File: src/rtl/pts_pkg.sv
package pts_pkg;

  // Cycles in one half of the frame.
  function automatic int half_cycles(input int clk_khz, input int half_us);
    return (clk_khz * half_us) / 1000;
  endfunction

  // Spacing of ticks inside one half.
  function automatic int tick_gap(input int half_cyc, input int ticks);
    return (half_cyc / ticks > 0) ? half_cyc / ticks : 1;
  endfunction

  // Deferral in cycles, rounded up.
  function automatic int defer_cycles(input int delay_ns, input int clk_khz);
    return (delay_ns * clk_khz + 999_999) / 1_000_000;
  endfunction

  // Words needed to carry a payload, at least one.
  function automatic int burst_words(input int bytes, input int data_w);
    int bpw;
    bpw = (data_w / 8 > 0) ? data_w / 8 : 1;
    return (bytes + bpw - 1) / bpw > 0 ? (bytes + bpw - 1) / bpw : 1;
  endfunction

  typedef enum logic {PH_LOW = 1'b0, PH_HIGH = 1'b1} phase_e;

endpackage

File: src/rtl/pts_frame_timer.sv
module pts_frame_timer #(
  parameter int GAP   = 1250,
  parameter int TICKS = 20
) (
  input  logic clk,
  input  logic rst,
  output logic phase_hi,
  output logic tick
);
  import pts_pkg::*;

  localparam int GW = (GAP > 1) ? $clog2(GAP) : 1;
  localparam int SW = (TICKS > 1) ? $clog2(TICKS) : 1;

  logic [GW-1:0] gap_q;
  logic [SW-1:0] slot_q;
  phase_e        ph_q;
  logic          last_gap, last_slot, half_wrap;

  assign last_gap  = (gap_q == GW'(GAP - 1));
  assign last_slot = (slot_q == SW'(TICKS - 1));
  assign half_wrap = last_gap && last_slot;
  assign tick      = (gap_q == '0);
  assign phase_hi  = (ph_q == PH_HIGH);

  always_ff @(posedge clk) begin
    if (rst) begin
      gap_q  <= '0;
      slot_q <= '0;
      ph_q   <= PH_HIGH;
    end else if (last_gap) begin
      gap_q <= '0;
      if (last_slot) begin
        slot_q <= '0;
        ph_q   <= (ph_q == PH_HIGH) ? PH_LOW : PH_HIGH;
      end else begin
        slot_q <= slot_q + 1'b1;
      end
    end else begin
      gap_q <= gap_q + 1'b1;
    end
  end

  // Independent count of tick strobes in the current half.
  logic [SW:0] seen_q;
  always_ff @(posedge clk) begin
    if (rst)            seen_q <= '0;
    else if (half_wrap) seen_q <= '0;
    else                seen_q <= seen_q + (SW+1)'(tick);
  end

  AST_TICKS_PER_HALF: assert property (@(posedge clk) disable iff (rst)
    half_wrap |-> (int'(seen_q) + int'(tick) == TICKS));
  AST_PHASE_FLIP: assert property (@(posedge clk) disable iff (rst)
    half_wrap |=> (phase_hi != $past(phase_hi)));
  AST_PHASE_STEADY: assert property (@(posedge clk) disable iff (rst)
    !half_wrap |=> $stable(phase_hi));

endmodule

File: src/rtl/pts_tick_delay.sv
module pts_tick_delay #(
  parameter int STAGES = 3
) (
  input  logic clk,
  input  logic rst,
  input  logic tick_in,
  input  logic phase_in,
  output logic tick_out,
  output logic phase_out
);
  generate
    if (STAGES == 0) begin : g_bypass
      assign tick_out  = tick_in;
      assign phase_out = phase_in;
    end else begin : g_pipe
      logic [STAGES-1:0] vld_q, ph_q;
      always_ff @(posedge clk) begin
        if (rst) begin
          vld_q <= '0;
          ph_q  <= '0;
        end else begin
          vld_q[0] <= tick_in;
          ph_q[0]  <= phase_in;
          for (int i = 1; i < STAGES; i++) begin
            vld_q[i] <= vld_q[i-1];
            ph_q[i]  <= ph_q[i-1];
          end
        end
      end
      assign tick_out  = vld_q[STAGES-1];
      assign phase_out = ph_q[STAGES-1];
    end
  endgenerate
endmodule

File: src/rtl/pts_word_fifo.sv
module pts_word_fifo #(
  parameter int W     = 32,
  parameter int DEPTH = 16
) (
  input  logic         clk,
  input  logic         rst,
  input  logic         push,
  input  logic [W-1:0] din,
  input  logic         pop,
  output logic [W-1:0] dout,
  output logic         empty,
  output logic         full
);
  localparam int AW = (DEPTH > 1) ? $clog2(DEPTH) : 1;
  localparam int CW = $clog2(DEPTH + 1);

  logic [W-1:0]  mem [DEPTH];
  logic [AW-1:0] wr_q, rd_q;
  logic [CW-1:0] cnt_q;
  logic          wr_ok, rd_ok;

  function automatic logic [AW-1:0] bump(input logic [AW-1:0] p);
    return (p == AW'(DEPTH - 1)) ? '0 : p + 1'b1;
  endfunction

  assign empty = (cnt_q == '0);
  assign full  = (cnt_q == CW'(DEPTH));
  assign wr_ok = push && !full;
  assign rd_ok = pop && !empty;
  assign dout  = mem[rd_q];

  always_ff @(posedge clk) begin
    if (wr_ok) mem[wr_q] <= din;
  end

  always_ff @(posedge clk) begin
    if (rst) begin
      wr_q  <= '0;
      rd_q  <= '0;
      cnt_q <= '0;
    end else begin
      if (wr_ok) wr_q <= bump(wr_q);
      if (rd_ok) rd_q <= bump(rd_q);
      case ({wr_ok, rd_ok})
        2'b10:   cnt_q <= cnt_q + 1'b1;
        2'b01:   cnt_q <= cnt_q - 1'b1;
        default: cnt_q <= cnt_q;
      endcase
    end
  end

  AST_FIFO_BOUND: assert property (@(posedge clk) disable iff (rst)
    int'(cnt_q) <= DEPTH);
  AST_FIFO_FULL_HOLD: assert property (@(posedge clk) disable iff (rst)
    (push && full && !pop) |=> full);
  AST_FIFO_POP_GUARD: assert property (@(posedge clk) disable iff (rst)
    pop |-> !empty);

endmodule

File: src/rtl/pts_burst_gate.sv
module pts_burst_gate #(
  parameter int WORDS    = 1,
  parameter int PEND_MAX = 40
) (
  input  logic clk,
  input  logic rst,
  input  logic arrive,
  input  logic step,
  input  logic abort,
  output logic active,
  output logic waiting
);
  localparam int RW = $clog2(WORDS + 1);
  localparam int PW = $clog2(PEND_MAX + 1);

  logic [RW-1:0] rem_q;
  logic [PW-1:0] pend_q;
  logic          act_q, start, finish;

  assign start   = !act_q && ((pend_q != '0) || arrive);
  assign finish  = act_q && (abort || (step && rem_q == RW'(1)));
  assign active  = act_q;
  assign waiting = (pend_q != '0);

  always_ff @(posedge clk) begin
    if (rst) begin
      pend_q <= '0;
      rem_q  <= '0;
      act_q  <= 1'b0;
    end else begin
      case ({arrive, start})
        2'b10:   pend_q <= (pend_q == PW'(PEND_MAX)) ? pend_q : pend_q + 1'b1;
        2'b01:   pend_q <= pend_q - 1'b1;
        default: pend_q <= pend_q;
      endcase
      if (start) begin
        act_q <= 1'b1;
        rem_q <= RW'(WORDS);
      end else if (finish) begin
        act_q <= 1'b0;
        rem_q <= '0;
      end else if (act_q && step) begin
        rem_q <= rem_q - 1'b1;
      end
    end
  end

  // Independent count of beats in the open burst.
  logic [RW-1:0] beats_q;
  always_ff @(posedge clk) begin
    if (rst)               beats_q <= '0;
    else if (start)        beats_q <= '0;
    else if (act_q && step) beats_q <= beats_q + 1'b1;
  end

  AST_BURST_LEN: assert property (@(posedge clk) disable iff (rst)
    (act_q && step) |-> (int'(beats_q) < WORDS));
  AST_HELD_TICK: assert property (@(posedge clk) disable iff (rst)
    arrive |=> (act_q || pend_q != '0));

endmodule

File: src/rtl/phase_tick_sequencer.sv
module phase_tick_sequencer #(
  parameter int DATA_W         = 32,
  parameter int FIFO_DEPTH     = 16,
  parameter int CLK_KHZ        = 50000,
  parameter int HALF_US        = 500,
  parameter int TICKS_PER_HALF = 20,
  parameter int DELAY_NS       = 50,
  parameter int ACQ_BYTES      = 8,
  parameter int ACT_BYTES      = 4
) (
  input  logic              clk,
  input  logic              rst,
  input  logic              in_valid,
  output logic              in_ready,
  input  logic [DATA_W-1:0] in_data,
  output logic              out_valid,
  input  logic              out_ready,
  output logic [DATA_W-1:0] out_data,
  output logic              phase_hi,
  output logic              tick,
  output logic              overflow,
  output logic              underflow
);
  import pts_pkg::*;

  localparam int HALF_CYC = half_cycles(CLK_KHZ, HALF_US);
  localparam int GAP      = tick_gap(HALF_CYC, TICKS_PER_HALF);
  localparam int DLY      = defer_cycles(DELAY_NS, CLK_KHZ);
  localparam int ACQ_W    = burst_words(ACQ_BYTES, DATA_W);
  localparam int ACT_W    = burst_words(ACT_BYTES, DATA_W);
  localparam int PEND_MAX = 2 * TICKS_PER_HALF;

  // Named internal events.
  logic dly_tick, dly_phase;
  logic acq_go, act_go;
  logic acq_active, act_active, acq_waiting, act_waiting;
  logic acq_beat, act_beat, push_drop, pop_starved;
  logic q_empty, q_full;
  logic ovf_q, unf_q;

  pts_frame_timer #(.GAP(GAP), .TICKS(TICKS_PER_HALF)) u_timer (
    .clk(clk), .rst(rst), .phase_hi(phase_hi), .tick(tick)
  );

  pts_tick_delay #(.STAGES(DLY)) u_defer (
    .clk(clk), .rst(rst), .tick_in(tick), .phase_in(phase_hi),
    .tick_out(dly_tick), .phase_out(dly_phase)
  );

  assign acq_go = dly_tick && dly_phase;
  assign act_go = dly_tick && !dly_phase;

  pts_burst_gate #(.WORDS(ACQ_W), .PEND_MAX(PEND_MAX)) u_acq (
    .clk(clk), .rst(rst), .arrive(acq_go), .step(acq_beat), .abort(1'b0),
    .active(acq_active), .waiting(acq_waiting)
  );

  pts_burst_gate #(.WORDS(ACT_W), .PEND_MAX(PEND_MAX)) u_act (
    .clk(clk), .rst(rst), .arrive(act_go), .step(act_beat), .abort(pop_starved),
    .active(act_active), .waiting(act_waiting)
  );

  assign in_ready    = acq_active;
  assign acq_beat    = in_valid && acq_active;
  assign push_drop   = acq_beat && q_full;
  assign out_valid   = act_active && !q_empty;
  assign act_beat    = out_valid && out_ready;
  assign pop_starved = act_active && q_empty;

  pts_word_fifo #(.W(DATA_W), .DEPTH(FIFO_DEPTH)) u_queue (
    .clk(clk), .rst(rst), .push(acq_beat), .din(in_data),
    .pop(act_beat), .dout(out_data), .empty(q_empty), .full(q_full)
  );

  always_ff @(posedge clk) begin
    if (rst) begin
      ovf_q <= 1'b0;
      unf_q <= 1'b0;
    end else begin
      ovf_q <= ovf_q || push_drop;
      unf_q <= unf_q || pop_starved;
    end
  end

  assign overflow  = ovf_q;
  assign underflow = unf_q;

  AST_OUT_HOLD: assert property (@(posedge clk) disable iff (rst)
    (out_valid && !out_ready) |=> (out_valid && out_data == $past(out_data)));
  AST_OVF_STICKY: assert property (@(posedge clk) disable iff (rst)
    overflow |=> overflow);
  AST_UNF_STICKY: assert property (@(posedge clk) disable iff (rst)
    underflow |=> underflow);
  AST_DROP_FLAGS: assert property (@(posedge clk) disable iff (rst)
    push_drop |=> overflow);
  AST_STARVE_QUIET: assert property (@(posedge clk) disable iff (rst)
    pop_starved |-> !out_valid);
  AST_ACT_HELD: assert property (@(posedge clk) disable iff (rst)
    (act_go && act_active) |=> (act_active || act_waiting));
  AST_ACQ_HELD: assert property (@(posedge clk) disable iff (rst)
    (acq_go && acq_active) |=> (acq_active || acq_waiting));

endmodule

File: config.mk
export PLATFORM = sky130hd
export DESIGN_NAME = phase_tick_sequencer
export DESIGN_NICKNAME = d
export VERILOG_FILES = /design/src/rtl/pts_pkg.sv /design/src/rtl/pts_frame_timer.sv /design/src/rtl/pts_tick_delay.sv /design/src/rtl/pts_word_fifo.sv /design/src/rtl/pts_burst_gate.sv /design/src/rtl/phase_tick_sequencer.sv
export SDC_FILE = /design/constraint.sdc
export NUM_CORES = 1
export LEC_CHECK = 0
export ABC_AREA = 1
export CAP_MARGIN = 20
export CELL_PAD_IN_SITES_DETAIL_PLACEMENT = 1
export CELL_PAD_IN_SITES_GLOBAL_PLACEMENT = 2
export CORE_MARGIN = 4
export CORE_UTILIZATION = 30
export DETAILED_ROUTE_END_ITERATION = 10
export DONT_BUFFER_PORTS = 1
export PLACE_DENSITY = 0.67
export SYNTH_ARGS = -nofsm -noshare
export SYNTH_HDL_FRONTEND = slang
export SYNTH_HIERARCHICAL = 1
export SYNTH_SLANG_ARGS = --single-unit
File: constraint.sdc
create_clock -name clk -period 4 [get_ports clk]
set_clock_uncertainty 0.1 [all_clocks]
set_input_delay 0.2 -clock clk [delete_from_list [all_inputs] [get_ports clk]]
set_output_delay 0.2 -clock clk [all_outputs]
set_load 0.01 [all_outputs]
==> results.md <==
- Most common cell after layout, fill and taps aside: edfxtp_1
- Final WL: 63.5 mm
- Sink Count: 571
- Pleak: between 9 and 10 nW
- Mapped Area: 24300 sq um
- Critical Setup Path Class: flop to output pin
- Top_reg_cell synth: edfxtp_1
- # DRC: 0
- I/O pin cnt: 74
- Multi-input logic area: 5830 sq um
- Endpoints failing hold: 0
- Avg Synthesized Cell Area: 11.7 sq um
- Placed Area: 25400 sq um
- Placement Setup Slack: 1.11 ns
- Clock tree buffer depth: 3
- EDFF count, synth: 512
- Layout cells sized above 1: 0.0900
- Sequential-to-total area share from yosys stat: 0.681
- Async SR Flop Fraction: 0
- Initial antenna violation count: 5
- Crit end category: output pin
- Final Max Slew Viols: 0
- Hold Startpoint: in_valid
- Row cnt: 104
- Core box area: roughly 80000 sq um
- YS warnings: 6
- CTS tree: yes
- WL/cell: 19.7 um
- Period Utilization, post-route: 0.744
- DR vias: 15400
- CTS H-tree lvls: 3
- Final worst setup slack: ~1.0 ns
- Slew HR: 0.318
- Peak supply drop: about 0.29 mV
- Final ANT Viol Nets: 0
- First DRT Iteration DRCs: 927
- CP required: between 3 and 4 ns
- Setup Viol. Count Final: 0
- Global placement routability congestion: approximately 0.73
- Area Overhead vs Synth: 14.4%
- Cts bufs inserted: 67
- Worst path cell trace: buf_4 > o211ai_1 > nand3_1 > nand3_1 > nand2_1
- Post_cts resized: 0
- CP max-delay cell: dfxtp_4
- CTS Hold Bufs: 35
- Status: finished, final reports clean
- # Max-Cap Violations: 0
- Flop2flop setup slack: 1.06 ns
- Setup bufs post-CTS: 0
- Register Area: 16600 sq um
- Fillers: roughly 9000
- Most frequent cells in the layout: edfxtp_1, inv_1, nand2_1
- Fin util: 0.346
- Die area: 85700 sq um
- Setup crit start kind: flop
- First-pass GRT wire length: 97.8 mm
- Die W: 293 um
- CP most frequent cell: nand3_1
- Gr usage total: 0.147
- Tot Pwr: roughly 16 mW
- Crit-path max cell delay: 0.77 ns
- Cell area after layout: about 28000 sq um
- Number of global-route vias before repair: 16000
- PortBufs: 0
- Final nets: ~2200
- Root buffer cell: clkbuf_16
- RSZ-0062 raised after global routing: no
- Net Count, Synth: 2139
- CP arrival: 2.68 ns
- First-pass iteration count of the detailed router: 5
- Final HPWL DP: ~38 mm
- Critical-path maximum fanout: 47
- Starting Density: 0.302
- CP top delay family: flip-flops
- DIE HEIGHT: 293 um
- Worst hold path type: input pin to flop
- Fin crit period: 2.98 ns
- Yosys reg bits: between 500 and 600
- Slew @ Worst Pin: 1.02 ns
- Gr ovfl total: 0
- Via density: 4.76
- FF-to-FF Start: u_queue/cnt_q[0]$_SDFFE_PP0P_
- Final setup TNS: 0 ns
- Synth cell types: 38
- Fmax: 336 MHz
- Clk Latency, worst-skew pair: 0.61 ns
- PwrDens: 563 nW/um^2
- CTS clk-pin slew, worst paths: 0.06 ns
- Largest net degree at the start of global routing: 110
- Gate Count Post-Synth: about 2100
- Buf/Inv on CP: 1
==> cell type report <==
class / count / share of cell area
antenna: 2 / 0.000180
clock buffer: 86 / 0.0643
clock inverter: 36 / 0.0109
inverter: 336 / 0.0453
multi-input combinational: 1063 / 0.209
sequential: 571 / 0.595
tap: 1060 / 0.0477
timing repair buffer: 74 / 0.0267
==> metrics by stage <==
stage / std cells / hold WS [ns]
after detailed placement: 3069 / 0.175
after global placement: 3069 / 0.173
after floorplan: 2080 / 0.167
after CTS: 3226 / 0.229
after global routing: 3227 / 0.253
final: 3228 / 0.281
==> worst reg2reg max path, delay by kind of cell (launching register included) <==
family                     cells  cell delay (ns)
adders and majority gates      2             0.49
and+or+nand+nor               11             1.24
buffers and inverters          6             0.59
DFF                            1             0.41
==> cell families after synthesis <==
group / count (synthesis) / synth area share
compound gates: 446 / 0.106
flops: 571 / 0.681
xor+xnor: 18 / 0.00648
fa+ha+maj: 23 / 0.0124
buf+inv: 446 / 0.0844
simple gates: 575 / 0.110
other cells: 1 / 0.000154
==> flip-flops by register name (all words and copies together) (netlist names), named ones only <==
register / count
u_queue/mem: 512
u_timer/gap_q: 11
u_acq/pend_q: 6
u_act/pend_q: 6
u_queue/cnt_q: 5
u_timer/slot_q: 5
u_queue/rd_q: 4
u_queue/wr_q: 4
u_defer/g_pipe.ph_q: 3
u_defer/g_pipe.vld_q: 3
u_acq/rem_q: 2
overflow: 1
u_acq/active: 1
u_act/active: 1
u_act/rem_q: 1
u_timer/phase_hi: 1
underflow: 1
==> layer usage <==
layer / track usage / wire (um) / up-vias
met5: 0 / 35 / -
met4: 0.0358 / 1030 / 6
met3: 0.0274 / 2260 / 73
met2: 0.244 / 30100 / 194
met1: 0.200 / 30000 / 7747
li1: - / - / 7337
==> synth_stat cells, drive strengths merged, types with 21 or more instances <==
| master | n | area (sq um) |
|---|---|---|
| edfxtp | 512 | 15400 |
| inv | 336 | 1260 |
| nand2 | 261 | 1020 |
| nand3 | 232 | 1230 |
| a21oi | 165 | 845 |
| o21ai | 150 | 751 |
| o211ai | 129 | 968 |
| buf | 74 | 648 |
| nor2 | 60 | 289 |
| dfxtp | 59 | 1180 |
| clkbuf | 36 | 144 |
| ha | 21 | 263 |
==> worst paths after layout <==
kind	to	cells after the start
min	overflow$_SDFF_PP0_	3
max	out_data[12]	5
max reg2reg	u_queue/cnt_q[4]$_SDFFE_PP0P_	19
min reg2reg	u_defer/g_pipe.ph_q[2]$_SDFF_PP0_	2
==> report_power, final <==
group	internal, mW	leakage (nW)	switching, mW	total (mW)
logic	0.947	3.70	1.96	2.90
clock network	3.34	1.03	2.50	5.85
registers	6.69	5.09	0.219	6.91
Note: power is estimated with default switching activity, not from simulation.
